## src/rtl/pci_tgt_seq_pkg.sv

```systemverilog
// Shared types for the PCI target command classifier and beat sequencer.
// Assumes a 4-bit bus command and a 2-bit burst-order field.
package pci_tgt_seq_pkg;

    typedef enum logic [2:0] {
        ACC_NONE = 3'd0,
        ACC_MRD  = 3'd1,
        ACC_MWR  = 3'd2,
        ACC_CRD  = 3'd3,
        ACC_CWR  = 3'd4
    } acc_e;

    typedef enum logic [1:0] {
        ORD_LIN  = 2'd0,
        ORD_WRAP = 2'd1,
        ORD_RSVD = 2'd2
    } ord_e;

    typedef enum logic [1:0] {
        STEP_LIN  = 2'd0,
        STEP_WRAP = 2'd1,
        STEP_CFG  = 2'd2
    } step_e;

    typedef struct packed {
        acc_e kind;
        logic force_wrap;
        logic never_wrap;
    } cmd_info_t;

endpackage

```

## src/rtl/pts_cmd_decode.sv

```systemverilog
// Classifies a bus command into an access kind plus wrap overrides.
// Purely combinational; assumes the command is valid in the address phase.
module pts_cmd_decode
    import pci_tgt_seq_pkg::*;
(
    input  logic [3:0] cmd,
    output cmd_info_t  info
);

    // Map each command code to its folded access kind and wrap policy.
    always_comb begin
        info = '{kind: ACC_NONE, force_wrap: 1'b0, never_wrap: 1'b0};
        case (cmd)
            4'b0110: info.kind = ACC_MRD;
            4'b1100: info.kind = ACC_MRD;
            4'b1110: begin
                info.kind       = ACC_MRD;
                info.never_wrap = 1'b1;
            end
            4'b0111: info.kind = ACC_MWR;
            4'b1111: begin
                info.kind       = ACC_MWR;
                info.force_wrap = 1'b1;
            end
            4'b1010: info.kind = ACC_CRD;
            4'b1011: info.kind = ACC_CWR;
            default: info.kind = ACC_NONE;
        endcase
    end

endmodule

```

## src/rtl/pts_order_decode.sv

```systemverilog
// Decodes the burst-order field carried in the low two address bits.
// Combinational; only meaningful for memory commands.
module pts_order_decode
    import pci_tgt_seq_pkg::*;
(
    input  logic [1:0] lo,
    output ord_e       ord
);

    // 00 linear, 10 wrap, the odd encodings are reserved.
    always_comb begin
        case (lo)
            2'b00:   ord = ORD_LIN;
            2'b10:   ord = ORD_WRAP;
            default: ord = ORD_RSVD;
        endcase
    end

endmodule

```

## src/rtl/pts_addr_gen.sv

```systemverilog
// Holds the beat address and advances it by one word per step.
// Assumes AW >= 8. The line length is given as log2 of words and is
// saturated at MAX_LG when it is loaded.
module pts_addr_gen
    import pci_tgt_seq_pkg::*;
#(
    parameter int AW     = 32,
    parameter int LGW    = 3,
    parameter int MAX_LG = 4
) (
    input  logic           clk,
    input  logic           rst_n,
    input  logic           load,
    input  logic [AW-1:0]  load_addr,
    input  step_e          load_mode,
    input  logic [LGW-1:0] load_lg,
    input  logic           step,
    output logic [AW-1:0]  addr
);

    localparam logic [LGW-1:0] LG_CAP = LGW'(MAX_LG);

    logic [AW-1:0]  addr_q;
    step_e          mode_q;
    logic [LGW-1:0] lg_q;
    logic [LGW-1:0] lg_sat;
    logic [AW-1:0]  wmask;
    logic [AW-1:0]  inc;
    logic [AW-1:0]  nxt;

    // Clamp the requested line length to the supported maximum.
    assign lg_sat = (load_lg > LG_CAP) ? LG_CAP : load_lg;

    // Build the mask covering the word-index bits of one cache line.
    generate
        for (genvar b = 0; b < AW; b++) begin : g_mask
            if (b < 2) begin : g_byte
                assign wmask[b] = 1'b0;
            end else begin : g_word
                assign wmask[b] = (b < int'(lg_q) + 2);
            end
        end
    endgenerate

    assign inc = addr_q + AW'(4);

    // Select the next address according to the captured step mode.
    always_comb begin
        case (mode_q)
            STEP_WRAP: nxt = (addr_q & ~wmask) | (inc & wmask);
            STEP_CFG:  nxt = {addr_q[AW-1:8], inc[7:0]};
            default:   nxt = inc;
        endcase
    end

    // Load on an address phase, otherwise advance on an accepted step.
    always_ff @(posedge clk) begin
        if (!rst_n) begin
            addr_q <= '0;
            mode_q <= STEP_LIN;
            lg_q   <= '0;
        end else if (load) begin
            addr_q <= load_addr;
            mode_q <= load_mode;
            lg_q   <= lg_sat;
        end else if (step) begin
            addr_q <= nxt;
        end
    end

    assign addr = addr_q;

endmodule

```

## src/rtl/pci_tgt_seq.sv

```systemverilog
// PCI target command classifier and beat address sequencer.
// Captures command and address in the address phase, decides whether to
// claim, pulses one access strobe, and steps the beat address per accepted
// data beat. Assumes addr_valid is high for exactly the address-phase cycle.
module pci_tgt_seq
    import pci_tgt_seq_pkg::*;
#(
    parameter int AW     = 32,
    parameter int LGW    = 3,
    parameter int MAX_LG = 4
) (
    input  logic           clk,
    input  logic           rst_n,
    input  logic           addr_valid,
    input  logic [3:0]     cmd,
    input  logic [AW-1:0]  ad,
    input  logic [LGW-1:0] line_lg,
    input  logic           beat_accept,
    output logic           claim,
    output logic           mrd_stb,
    output logic           mwr_stb,
    output logic           crd_stb,
    output logic           cwr_stb,
    output logic           order_err,
    output logic [AW-1:0]  beat_addr
);

    cmd_info_t     info;
    ord_e          ord;
    logic          is_mem;
    logic          is_cfg;
    logic          rsvd_ord;
    logic          take;
    logic          use_wrap;
    step_e         mode_sel;
    logic [AW-1:0] start_addr;
    logic          claim_q;
    logic          err_q;
    logic [3:0]    stb_q;
    logic [3:0]    stb_d;
    logic          step;

    pts_cmd_decode u_cmd (
        .cmd  (cmd),
        .info (info)
    );

    pts_order_decode u_ord (
        .lo  (ad[1:0]),
        .ord (ord)
    );

    // Combine command and order decode into claim, error and step mode.
    always_comb begin
        is_mem     = (info.kind == ACC_MRD) || (info.kind == ACC_MWR);
        is_cfg     = (info.kind == ACC_CRD) || (info.kind == ACC_CWR);
        rsvd_ord   = is_mem && (ord == ORD_RSVD);
        take       = (info.kind != ACC_NONE) && !rsvd_ord;
        use_wrap   = info.force_wrap || ((ord == ORD_WRAP) && !info.never_wrap);
        mode_sel   = is_cfg ? STEP_CFG : (use_wrap ? STEP_WRAP : STEP_LIN);
        start_addr = is_cfg ? {{(AW-8){1'b0}}, ad[7:2], 2'b00}
                            : {ad[AW-1:2], 2'b00};
        stb_d      = 4'b0000;
        if (take) begin
            case (info.kind)
                ACC_MRD: stb_d = 4'b0001;
                ACC_MWR: stb_d = 4'b0010;
                ACC_CRD: stb_d = 4'b0100;
                ACC_CWR: stb_d = 4'b1000;
                default: stb_d = 4'b0000;
            endcase
        end
    end

    // Hold claim and error until the next address phase; strobes last one cycle.
    always_ff @(posedge clk) begin
        if (!rst_n) begin
            claim_q <= 1'b0;
            err_q   <= 1'b0;
            stb_q   <= 4'b0000;
        end else if (addr_valid) begin
            claim_q <= take;
            err_q   <= rsvd_ord;
            stb_q   <= stb_d;
        end else begin
            stb_q   <= 4'b0000;
        end
    end

    assign step = beat_accept && claim_q && !addr_valid;

    pts_addr_gen #(
        .AW     (AW),
        .LGW    (LGW),
        .MAX_LG (MAX_LG)
    ) u_agen (
        .clk       (clk),
        .rst_n     (rst_n),
        .load      (addr_valid),
        .load_addr (start_addr),
        .load_mode (mode_sel),
        .load_lg   (line_lg),
        .step      (step),
        .addr      (beat_addr)
    );

    assign claim     = claim_q;
    assign order_err = err_q;
    assign mrd_stb   = stb_q[0];
    assign mwr_stb   = stb_q[1];
    assign crd_stb   = stb_q[2];
    assign cwr_stb   = stb_q[3];

endmodule

```

## config.mk

```make
export PLATFORM = sky130hd
export DESIGN_NAME = pci_tgt_seq
export DESIGN_NICKNAME = d
export VERILOG_FILES = /design/src/rtl/pci_tgt_seq_pkg.sv /design/src/rtl/pts_cmd_decode.sv /design/src/rtl/pts_order_decode.sv /design/src/rtl/pts_addr_gen.sv /design/src/rtl/pci_tgt_seq.sv
export SDC_FILE = /design/constraint.sdc
export NUM_CORES = 1
export LEC_CHECK = 0
export ABC_AREA = 1
export BUFFER_PORTS_ARGS = -buffer_cell sky130_fd_sc_hd__buf_2
export CAP_MARGIN = 10
export CORE_UTILIZATION = 54
export CTS_BUF_LIST = sky130_fd_sc_hd__clkbuf_4 sky130_fd_sc_hd__clkbuf_8
export DETAILED_ROUTE_END_ITERATION = 10
export MAX_ROUTING_LAYER = met4
export PLACE_DENSITY = 0.85
export REMOVE_ABC_BUFFERS = 1
export SYNTH_ARGS = -nofsm -noshare
export SYNTH_HDL_FRONTEND = slang
export SYNTH_SLANG_ARGS = --single-unit
```

## constraint.sdc

```tcl
create_clock -name clk -period 1.7 [get_ports clk]
set_input_delay 0.34 -clock clk [delete_from_list [all_inputs] [get_ports clk]]
set_output_delay 0.34 -clock clk [all_outputs]
set_load 0.1 [all_outputs]
```

==> impl_results.md, run 1 <==
* Status: complete, no violations
* F_max at between 0.6 and 0.7 GHz
* Vias in the first global route at 3,509
* Post-Syn Area per Cell at 5.80 sq um
* CORE AREA at 5540 sq um
* Final Util at 70.2%
* GP Congestion at 0.980
* Area growth, synth to finish at 25.3%
* Largest net degree at the start of global routing at 31
* Overflow after GRT at 0
* Slew Limit Fails at 0
* Max-cap violation count at 0
* Post-route minimum period at 1.66 ns
* Worst Reg-to-Reg Cells at 9
* GRT Total Usage at 35.1%
* Ys flop type: dfxtp_1
* Setup slack at placement at -0.0221 ns
* Clock Path Buffers at 2
* Layout cells sized above 1 at between 20% and 30%
* Clock Latency Late Sink at 0.30 ns
* Crit-path max cell delay at about 0.43 ns
* Fillers at about 550
* Ports at 81
* PnR Total Power at 2930 uW
* Warnings from Yosys at 0
* Post-synth EDFFs at 0
* Most frequent cells in the layout: 147 x nand2_1, 76 x inv_1, 76 x buf_2, 52 x nor2_1, 51 x nand3_1
* Buffers on Ports at 78
* Wire per inst at 14.1 um
* Setup TNS at 0 ns
* 1st-pass router iterations at 5
* Register area share after synthesis at 26.4%
* First-pass GRT wire length at between 15,000 and 20,000 um
* Antenna cells at 0
* Htree depth at 2
* Setup crit end kind: output pin
* Commonest non-fill, non-tap cell in the layout: nand2_1
* Worst hold path type: primary input to flop
* Family with the most delay on the worst path: buffers and inverters
* CP arrival at 1.32 ns
* CP Launch Point: u_agen.addr[6]$_SDFFE_PN0P_
* CTS buffer count at 5
* Die span in y at 77.9 um
* Worst path slowest cell: dfxtp_1
* Routed Antenna Nets at 0
* RSZ-0062 raised after global routing: true
* Reg-to-reg critical path startpoint: u_agen.addr[13]$_SDFFE_PN0P_
* Via count at 3,794
* Initial antenna violation count at 0
* Finish-stage setup viols at 0
* Crit path required time at 1.36 ns
* Met1 global-route usage at 43.4%
* Final setup skew at 0.00784 ns
* # rows at 27
* CP Launch Type: flop
* Die area at approximately 6000 sq um
* Critical Path Fanout Max at 4
* Final worst slack at about 0.042 ns
* Instance count on the critical path at 2
* Final std cells w/o fill at approximately 700
* Yosys reg bits at 41
* Starting Density at 56.1%
* CP bufs+invs at 2
* R2R Path End: u_agen.addr[25]$_SDFFE_PN0P_
* CTS Sinks at 41
* CTS Hold Bufs at 0
* Met2 GRT Util at 58.2%
* Library cells used by synthesis at 33
* Critical path class: flop to output pin
* Cell count after synthesis at 536
* Die width at 77.9 um
* Period utilization at 97.5%
* Grt met3 use at 5.41%
* Final Hold Fails at 0
* Peak VDD IR at 0.501 mV
* R2R Setup Slk at around 0.080 ns
* CTS tree: done
* Syn Std Cell Area at slightly above 3000 sq um
* Routed vias/inst at 5.40
* Final HPWL DP at slightly below 8000 um
* DRT Wirelength at 9940 um
* Crit path cell chain: buf_4, buf_2
* Worst-path clk slew at 0.09 ns
* Root buffer cell: clkbuf_8
* Pleak at 0.00186 uW
* Dpl cells at 695
* Synth async-reset ratio at 0%
* PwrDens at 752 nW/um^2
* Critical Path Sink: beat_addr[6]
* GRT busiest layer: met2
* Initial DRC count at 330
* Residual DRC at 0
* Nets at 680
## logic make-up after synthesis
kind of cell,synth area share [%]
simple gates,40.8
buf+inv,12.4
compound gates,16.6
flops,26.4
fa+ha+maj,2.82
xor+xnor,0.846
other cells,0.121
## cell type report
class	count	area (sq um)	area share, %
multi-input cells	397	1950	50.2
inverters	83	312	8.01
well taps	72	90.1	2.32
clock buffers	7	96.3	2.48
repair buffers	102	601	15.4
flip-flops and latches	41	833	21.4
clock inverters	1	5.00	0.129
## power breakdown
part           switching (uW)  leakage (uW)  internal [uW]
Combinational             809       0.00146            266
Sequential               86.0      0.000341           1030
Clock                     369     0.0000542            368
## cell usage after synthesis (all sizes together), types with 3 or more instances
library cell  number  area share (%)
nand2            154              19
inv               83              10
nor2              65             9.1
nand3             53             8.7
dfxtp             41              26
o21ai             40             6.4
a21oi             36             5.8
clkbuf             9             1.1
a31oi              8             1.6
buf                7             1.3
ha                 7             2.8
nand4              7             1.4
nand3b             5             1.2
o21bai             3            0.85
xor2               3            0.85
## sequential cells by signal, summed over array words and instances (netlist names)
| name | flops |
|---|---|
| claim | 1 |
| order_err | 1 |
| stb_q | 4 |
| u_agen.addr | 30 |
| u_agen.lg_q | 3 |
| u_agen.mode_q | 2 |
## worst min-delay path by stage
stage	cells past startpoint	slack, ns	endpoint	from
6_report	2	0.26	stb_q[2]$_SDFF_PN0_	cmd[2]
5_1_grt	2	0.27	stb_q[2]$_SDFF_PN0_	cmd[2]
4_1_cts	2	0.25	stb_q[2]$_SDFF_PN0_	cmd[2]
3_5_place_dp	2	0.50	u_agen.lg_q[0]$_SDFFE_PN0P_	u_agen.lg_q[0]$_SDFFE_PN0P_
3_3_place_gp	2	0.48	u_agen.lg_q[0]$_SDFFE_PN0P_	u_agen.lg_q[0]$_SDFFE_PN0P_
2_1_floorplan	1	0.42	stb_q[2]$_SDFF_PN0_	cmd[2]
## timing repair
item / in CTS / in global routing
resized for setup: 2 / 23
gates cloned: 0 / 0
buffers inserted: 0 / 0
endpoints found under the setup margin: 1 / 28
pin swaps: 0 / 0
## routing by layer
layer | share of wire [%] | up-vias
met5 | 0 | -
met4 | 2.4 | 0
met3 | 6.6 | 25
met2 | 47 | 158
met1 | 44 | 1710
li1 | - | 1901
## per-stage QoR
stage	hold WS (ns)	area [sq um]
2_1_floorplan	0.418	3040
3_3_place_gp	0.482	3730
3_5_place_dp	0.498	3730
4_1_cts	0.252	3830
5_1_grt	0.273	3890
6_report	0.257	3890
No activity file was read; power rests on OpenSTA's default activity.
==> run 2: changes to the inputs <==
- PLACE_DENSITY: 0.85 -> 0.82
==> impl_results.md, run 2 (synthesis gave the netlist of run 1 again) <==
* RSZ-0062 raised after global routing: true (unchanged)
* Pleak at 0.00182 uW (was 0.00186 uW)
* Via count at 3,748 (was 3,794)
* Largest register FFs at 30 (unchanged)
* DRT Wirelength at 9560 um (was 9940 um)
* CTS buffer count at 5 (unchanged)
* Dpl cells at 689 (was 695)
* Area of the multi-input gates at 1990 sq um (was 1950 sq um)
* Largest net degree at the start of global routing at 28 (was 31)
* Root buffer cell: clkbuf_8 (unchanged)
* Ports at 81 (unchanged)
* PwrDens at 737 nW/um^2 (was 752 nW/um^2)
* Vias in the first global route at 3,422 (was 3,509)
* Wire per inst at 13.7 um (was 14.1 um)
* Final worst slack at 0.0413 ns (was 0.0419 ns)
* Fillers at 552 (was 551)
* GP Congestion at 0.950 (was 0.980)
* Max-cap violation count at 0 (unchanged)
* Crit-path max cell delay at 0.43 ns (about the same)
* Overflow after GRT at 0 (unchanged)
* Initial antenna violation count at 0 (unchanged)
* Final HPWL DP at 7390 um (was 7740 um)
* Die width at 77.9 um (unchanged)
* Post-route minimum period at 1.66 ns (about the same)
* Htree depth at 2 (unchanged)
* Slew Limit Fails at 0 (unchanged)
* Setup crit end kind: output pin (unchanged)
* # rows at 27 (unchanged)
* Commonest non-fill, non-tap cell in the layout: nand2_1 (unchanged)
* Most frequent cells in the layout: 145 x nand2_1, 78 x buf_2, 76 x inv_1, 51 x nor2_1, 50 x nand3_1 (was 147 x nand2_1, 76 x inv_1, 76 x buf_2, 52 x nor2_1, 51 x nand3_1)
* First-pass GRT wire length at 15,900 um (was 16,400 um)
* CP Launch Type: flop (unchanged)
* Clock power share at 23.2% (was 25.2%)
* Die area at 6060 sq um (unchanged)
* Final setup skew at 0.0101 ns (was 0.00784 ns)
* Antenna cells at 0 (unchanged)
* Finish-stage setup viols at 0 (unchanged)
* Buffers on Ports at 78 (unchanged)
* Status: complete, no violations (unchanged)
* Residual DRC at 0 (unchanged)
* Worst path slowest cell: buf_2 (was dfxtp_1)
* Crit path required time at 1.36 ns (about the same)
* Period utilization at 97.6% (was 97.5%)
* Family with the most delay on the worst path: buffers and inverters (unchanged)
* Logic pwr share at 37.4% (was 36.7%)
* Sequential share of power at 39.4% (was 38.1%)
* Area growth, synth to finish at 24.1% (was 25.3%)
* CORE AREA at 5540 sq um (unchanged)
* Crit path cell chain: buf_4, buf_2 (unchanged)
* Starting Density at 56.1% (unchanged)
* Routed vias/inst at 5.38 (was 5.40)
* Routed Antenna Nets at 0 (unchanged)
* Clock Latency Late Sink at 0.30 ns (about the same)
* Net Sw Power at 1250 uW (was 1260 uW)
* CP arrival at 1.32 ns (about the same)
* Switching Share at 44.1% (was 43.2%)
* Clock Path Buffers at 2 (unchanged)
* CTS Sinks at 41 (unchanged)
* Nets at 674 (was 680)
* Peak VDD IR at 0.435 mV (was 0.501 mV)
* GRT Total Usage at 34.1% (was 35.1%)
* Die span in y at 77.9 um (unchanged)
* F_max at 0.603 GHz (about the same)
* Sequential Area at 832 sq um (was 833 sq um)
* Setup Fix Bufs, Post-CTS at 0 (unchanged)
* CP bufs+invs at 2 (unchanged)
* Critical path class: flop to output pin (unchanged)
* Initial DRC count at 299 (was 330)
* Internal power at 1590 uW (was 1660 uW)
* Layout cells sized above 1 at 24.5% (was 24.6%)
* 1st-pass router iterations at 5 (unchanged)
* Setup slack at placement at -0.0871 ns (was -0.0221 ns)
* Critical Path Fanout Max at 5 (was 4)
* Worst hold path type: primary input to flop (unchanged)
* Final std cells w/o fill at 697 (was 703)
* Worst-path clk slew at 0.09 ns (about the same)
* Final Hold Fails at 0 (unchanged)
* CTS tree: done (unchanged)
==> run 2: path summary, 6_finish.rpt <==
check                                    from                            to  slack, ns  cells after the start
hold / removal                         cmd[2]           stb_q[3]$_SDFF_PN0_       0.27                      2
setup / recovery  u_agen.addr[5]$_SDFFE_PN0P_                  beat_addr[5]       0.04                      2
setup reg to reg  u_agen.addr[2]$_SDFFE_PN0P_  u_agen.addr[26]$_SDFFE_PN0P_       0.12                     10
hold reg to reg   u_agen.lg_q[0]$_SDFFE_PN0P_   u_agen.lg_q[0]$_SDFFE_PN0P_       0.50                      2
==> run 2: layer usage <==
layer | vias to the layer above | GRT usage, % | routed length, um | part of all wire, %
met5 | - | - | 0 | 0
met4 | 0 | 7.92 | 127 | 1.3
met3 | 13 | 6.47 | 655 | 6.8
met2 | 153 | 55.0 | 4480 | 47
met1 | 1699 | 43.9 | 4300 | 45
li1 | 1883 | - | - | -
==> run 2: through the flow <==
stage | utilization, % | power [uW] | area [sq um] | hold slack (ns) | setup TNS (ns)
after global placement | 66.4 | 2150 | 3680 | 0.481 | -0.0669
after CTS | 68.1 | 2810 | 3770 | 0.266 | 0
after detailed placement | 66.4 | 2160 | 3680 | 0.480 | -0.0871
final | 69.6 | 2840 | 3860 | 0.269 | 0
after floorplan | - | 1880 | 3040 | 0.418 | -17.84
after global routing | 69.6 | 2980 | 3860 | 0.288 | -0.0488
==> run 2: power groups by stage <==
stage / Sequential (uW) / Combinational, uW / Clock (uW)
2_1_floorplan: 1550 / 331 / 0
3_3_place_gp: 1140 / 1020 / 0
3_5_place_dp: 1140 / 1030 / 0
4_1_cts: 1110 / 1030 / 668
5_1_grt: 1130 / 1140 / 705
6_report: 1120 / 1060 / 659
==> run 2: cell type report <==
cell class,instances,share of cell area [%]
Timing Repair Buffer,96,14.3
Clock inverter,2,0.260
Tap cell,72,2.34
Sequential cell,41,21.6
Multi-Input combinational cell,397,51.5
Clock buffer,6,1.98
Inverter,83,8.08
==> run 2: what timing repair did <==
action,4_1_cts,5_1_grt
gates cloned,0,0
setup endpoints to repair,1,25
hold buffers,0,0
resized for setup,2,25
==> run 3: changes to the inputs <==
- PLACE_DENSITY: 0.82 -> not set
- PLACE_DENSITY_LB_ADDON: not set -> 0.2
- RECOVER_POWER: not set -> 100
- SLEW_MARGIN: not set -> 20
==> impl_results.md, run 3 (synthesis gave the netlist of run 1 again) <==
* Starting Density at 56.1% (unchanged)
* Overflow after GRT at 0 (unchanged)
* F_max at 0.609 GHz (was 0.603 GHz)
* GP Congestion at 0.967 (was 0.950)
* Nets at 685 (was 674)
* CTS tree: done (unchanged)
* Routed vias/inst at 5.34 (was 5.38)
* CP arrival at 1.88 ns (was 1.32 ns)
* RSZ-0062 raised after global routing: true (unchanged)
* Initial antenna violation count at 0 (unchanged)
* PwrDens at 788 nW/um^2 (was 737 nW/um^2)
* Vias in the first global route at 3,314 (was 3,422)
* Antenna cells at 0 (unchanged)
* Crit path required time at 1.93 ns (was 1.36 ns)
* Residual DRC at 0 (unchanged)
* Buffers on Ports at 78 (unchanged)
* Peak VDD IR at 0.501 mV (was 0.435 mV)
* Post-route minimum period at 1.64 ns (was 1.66 ns)
* Pleak at 0.00190 uW (was 0.00182 uW)
* Met2 GRT Util at 51.9% (was 55.0%)
* R2R Path End: u_agen.addr[12]$_SDFFE_PN0P_ (was u_agen.addr[26]$_SDFFE_PN0P_)
* Final setup skew at 0.00615 ns (was 0.0101 ns)
* CTS buffer count at 5 (unchanged)
* Max_slew headroom at 63.8%
* Final worst slack at 0.0589 ns (was 0.0413 ns)
* Worst slew pin tran at 0.545 ns
* Wire per inst at 13.8 um (was 13.7 um)
* Met1 global-route usage at 44.6% (was 43.9%)
* Die span in y at 77.9 um (unchanged)
* Worst-path clk slew at 0.09 ns (about the same)
* Commonest non-fill, non-tap cell in the layout: nand2_1 (unchanged)
* CP Launch Type: flop (unchanged)
* CTS Sinks at 41 (unchanged)
* # rows at 27 (unchanged)
* DRT Wirelength at 9790 um (was 9560 um)
* Final std cells w/o fill at 708 (was 697)
* Dpl cells at 690 (was 689)
* Max-cap violation count at 0 (unchanged)
* R2R Setup Slk at 0.06 ns (was 0.12 ns)
* Reg-to-reg critical path startpoint: u_agen.mode_q[0]$_SDFFE_PN0P_ (was u_agen.addr[2]$_SDFFE_PN0P_)
* First-pass GRT wire length at 15,300 um (was 15,900 um)
* Htree depth at 2 (unchanged)
* Grt met3 use at 4.24% (was 6.47%)
* Critical path class: flop to flop (was flop to output pin)
* CORE AREA at 5540 sq um (unchanged)
* Via count at 3,780 (was 3,748)
* Period utilization at 96.5% (was 97.6%)
* Final Util at 72.7% (was 69.6%)
* Setup slack at placement at 0.00657 ns (was -0.0871 ns)
* Clock Latency Late Sink at 0.30 ns (about the same)
* GRT busiest layer: met2 (unchanged)
* Die width at 77.9 um (unchanged)
* Hold path startpoint: cmd[2] (unchanged)
* Critical Path Fanout Max at 5 (unchanged)
* Finish-stage setup viols at 0 (unchanged)
* 1st-pass router iterations at 5 (unchanged)
* Largest net degree at the start of global routing at 31 (was 28)
* Area growth, synth to finish at 29.6% (was 24.1%)
* Ports at 81 (unchanged)
* Die area at 6060 sq um (unchanged)
* Final Hold Fails at 0 (unchanged)
* Largest register FFs at 30 (unchanged)
* Status: complete, no violations (unchanged)
* GRT Total Usage at 32.9% (was 34.1%)
* Worst hold path type: primary input to flop (unchanged)
* CTS Hold Bufs at 0 (unchanged)
* Final HPWL DP at 7200 um (was 7390 um)
* Worst hold path depth at 2 (unchanged)
* Initial DRC count at 377 (was 299)
* Routed Antenna Nets at 0 (unchanged)
* Clock Path Buffers at 2 (unchanged)
* Layout cells sized above 1 at 24.5% (about the same)
* Setup crit end kind: flop (was output pin)
* Root buffer cell: clkbuf_8 (unchanged)
* Slew Limit Fails at 0 (unchanged)
* Most frequent cells in the layout: 145 x nand2_1, 78 x inv_1, 62 x buf_2, 51 x nand3_1, 51 x nor2_1 (was 145 x nand2_1, 78 x buf_2, 76 x inv_1, 51 x nor2_1, 50 x nand3_1)
* Hold Path End: stb_q[2]$_SDFF_PN0_ (was stb_q[3]$_SDFF_PN0_)
* Setup TNS at 0 ns (unchanged)
* Worst Reg-to-Reg Cells at 8 (was 10)
[run 3: changes by cell type in the layout (fill, tap and decap cells not counted), sizes merged]
cell	before	now
clkbuf	6	24
buf	96	88
bufinv	0	2
clkinv	2	1
clkinvlp	0	1
inv	83	82
[run 3: area by class of cell]
| type | instances | area [sq um] |
|---|---|---|
| Multi-Input combinational cell | 397 | 1980 |
| Timing Repair Buffer | 107 | 676 |
| Sequential cell | 41 | 830 |
| Clock inverter | 3 | 65.1 |
| Inverter | 83 | 315 |
| Clock buffer | 5 | 68.8 |
| Fill cell | 495 | 1520 |
| Tap cell | 72 | 90.1 |
[run 3: report_power, final]
| group | internal [uW] | switching [uW] |
|---|---|---|
| clock | 584 | 372 |
| combinational | 283 | 814 |
| sequential | 1030 | 89.2 |
| total | 1900 | 1270 |
[run 3: timing repair]
action / 4_1_cts / 5_1_grt
pin swaps: 0 / 6
endpoints found under the setup margin: 3 / 16
cloned: 0 / 2
gates resized for setup: 2 / 24
buffers inserted: 0 / 8
[run 3: routing by layer]
metal  wire length (um)  up-vias
met4                159        0
met5                  0        -
met3                638       13
li1                   -     1910
met2               4420      161
met1               4570     1696
[run 3: per-stage QoR]
step | total power [uW] | hold slack [ns] | instance area (sq um)
6_report | 3170 | 0.263 | 4030
4_1_cts | 3110 | 0.258 | 3840
3_3_place_gp | 2150 | 0.487 | 3690
3_5_place_dp | 2160 | 0.496 | 3690
2_1_floorplan | 1880 | 0.418 | 3040
5_1_grt | 3300 | 0.275 | 4030
[run 3: worst max-delay path: stages, from the launching register on]
cell and delay [ns]:
dfxtp_1 0.34, inv_1 0.08, ha_4 0.32, clkinvlp_4 0.14
buf_4 0.17, a21oi_2 0.16, a21oi_1 0.08, nand3b_1 0.15
a21oi_1 0.14
[run 3: worst max path at each step]
stage	startpoint	to	slack, ns	cells after the start
after global routing	u_agen.mode_q[0]$_SDFFE_PN0P_	u_agen.addr[12]$_SDFFE_PN0P_	-0.06	8
after global placement	u_agen.mode_q[0]$_SDFFE_PN0P_	u_agen.addr[12]$_SDFFE_PN0P_	0.01	9
after floorplan	claim$_SDFFE_PN0P_	u_agen.addr[25]$_SDFFE_PN0P_	-0.93	6
after detailed placement	u_agen.mode_q[0]$_SDFFE_PN0P_	u_agen.addr[7]$_SDFFE_PN0P_	0.007	9
final	u_agen.mode_q[0]$_SDFFE_PN0P_	u_agen.addr[12]$_SDFFE_PN0P_	0.06	8
after CTS	u_agen.lg_q[1]$_SDFFE_PN0P_	u_agen.addr[12]$_SDFFE_PN0P_	0.04	9
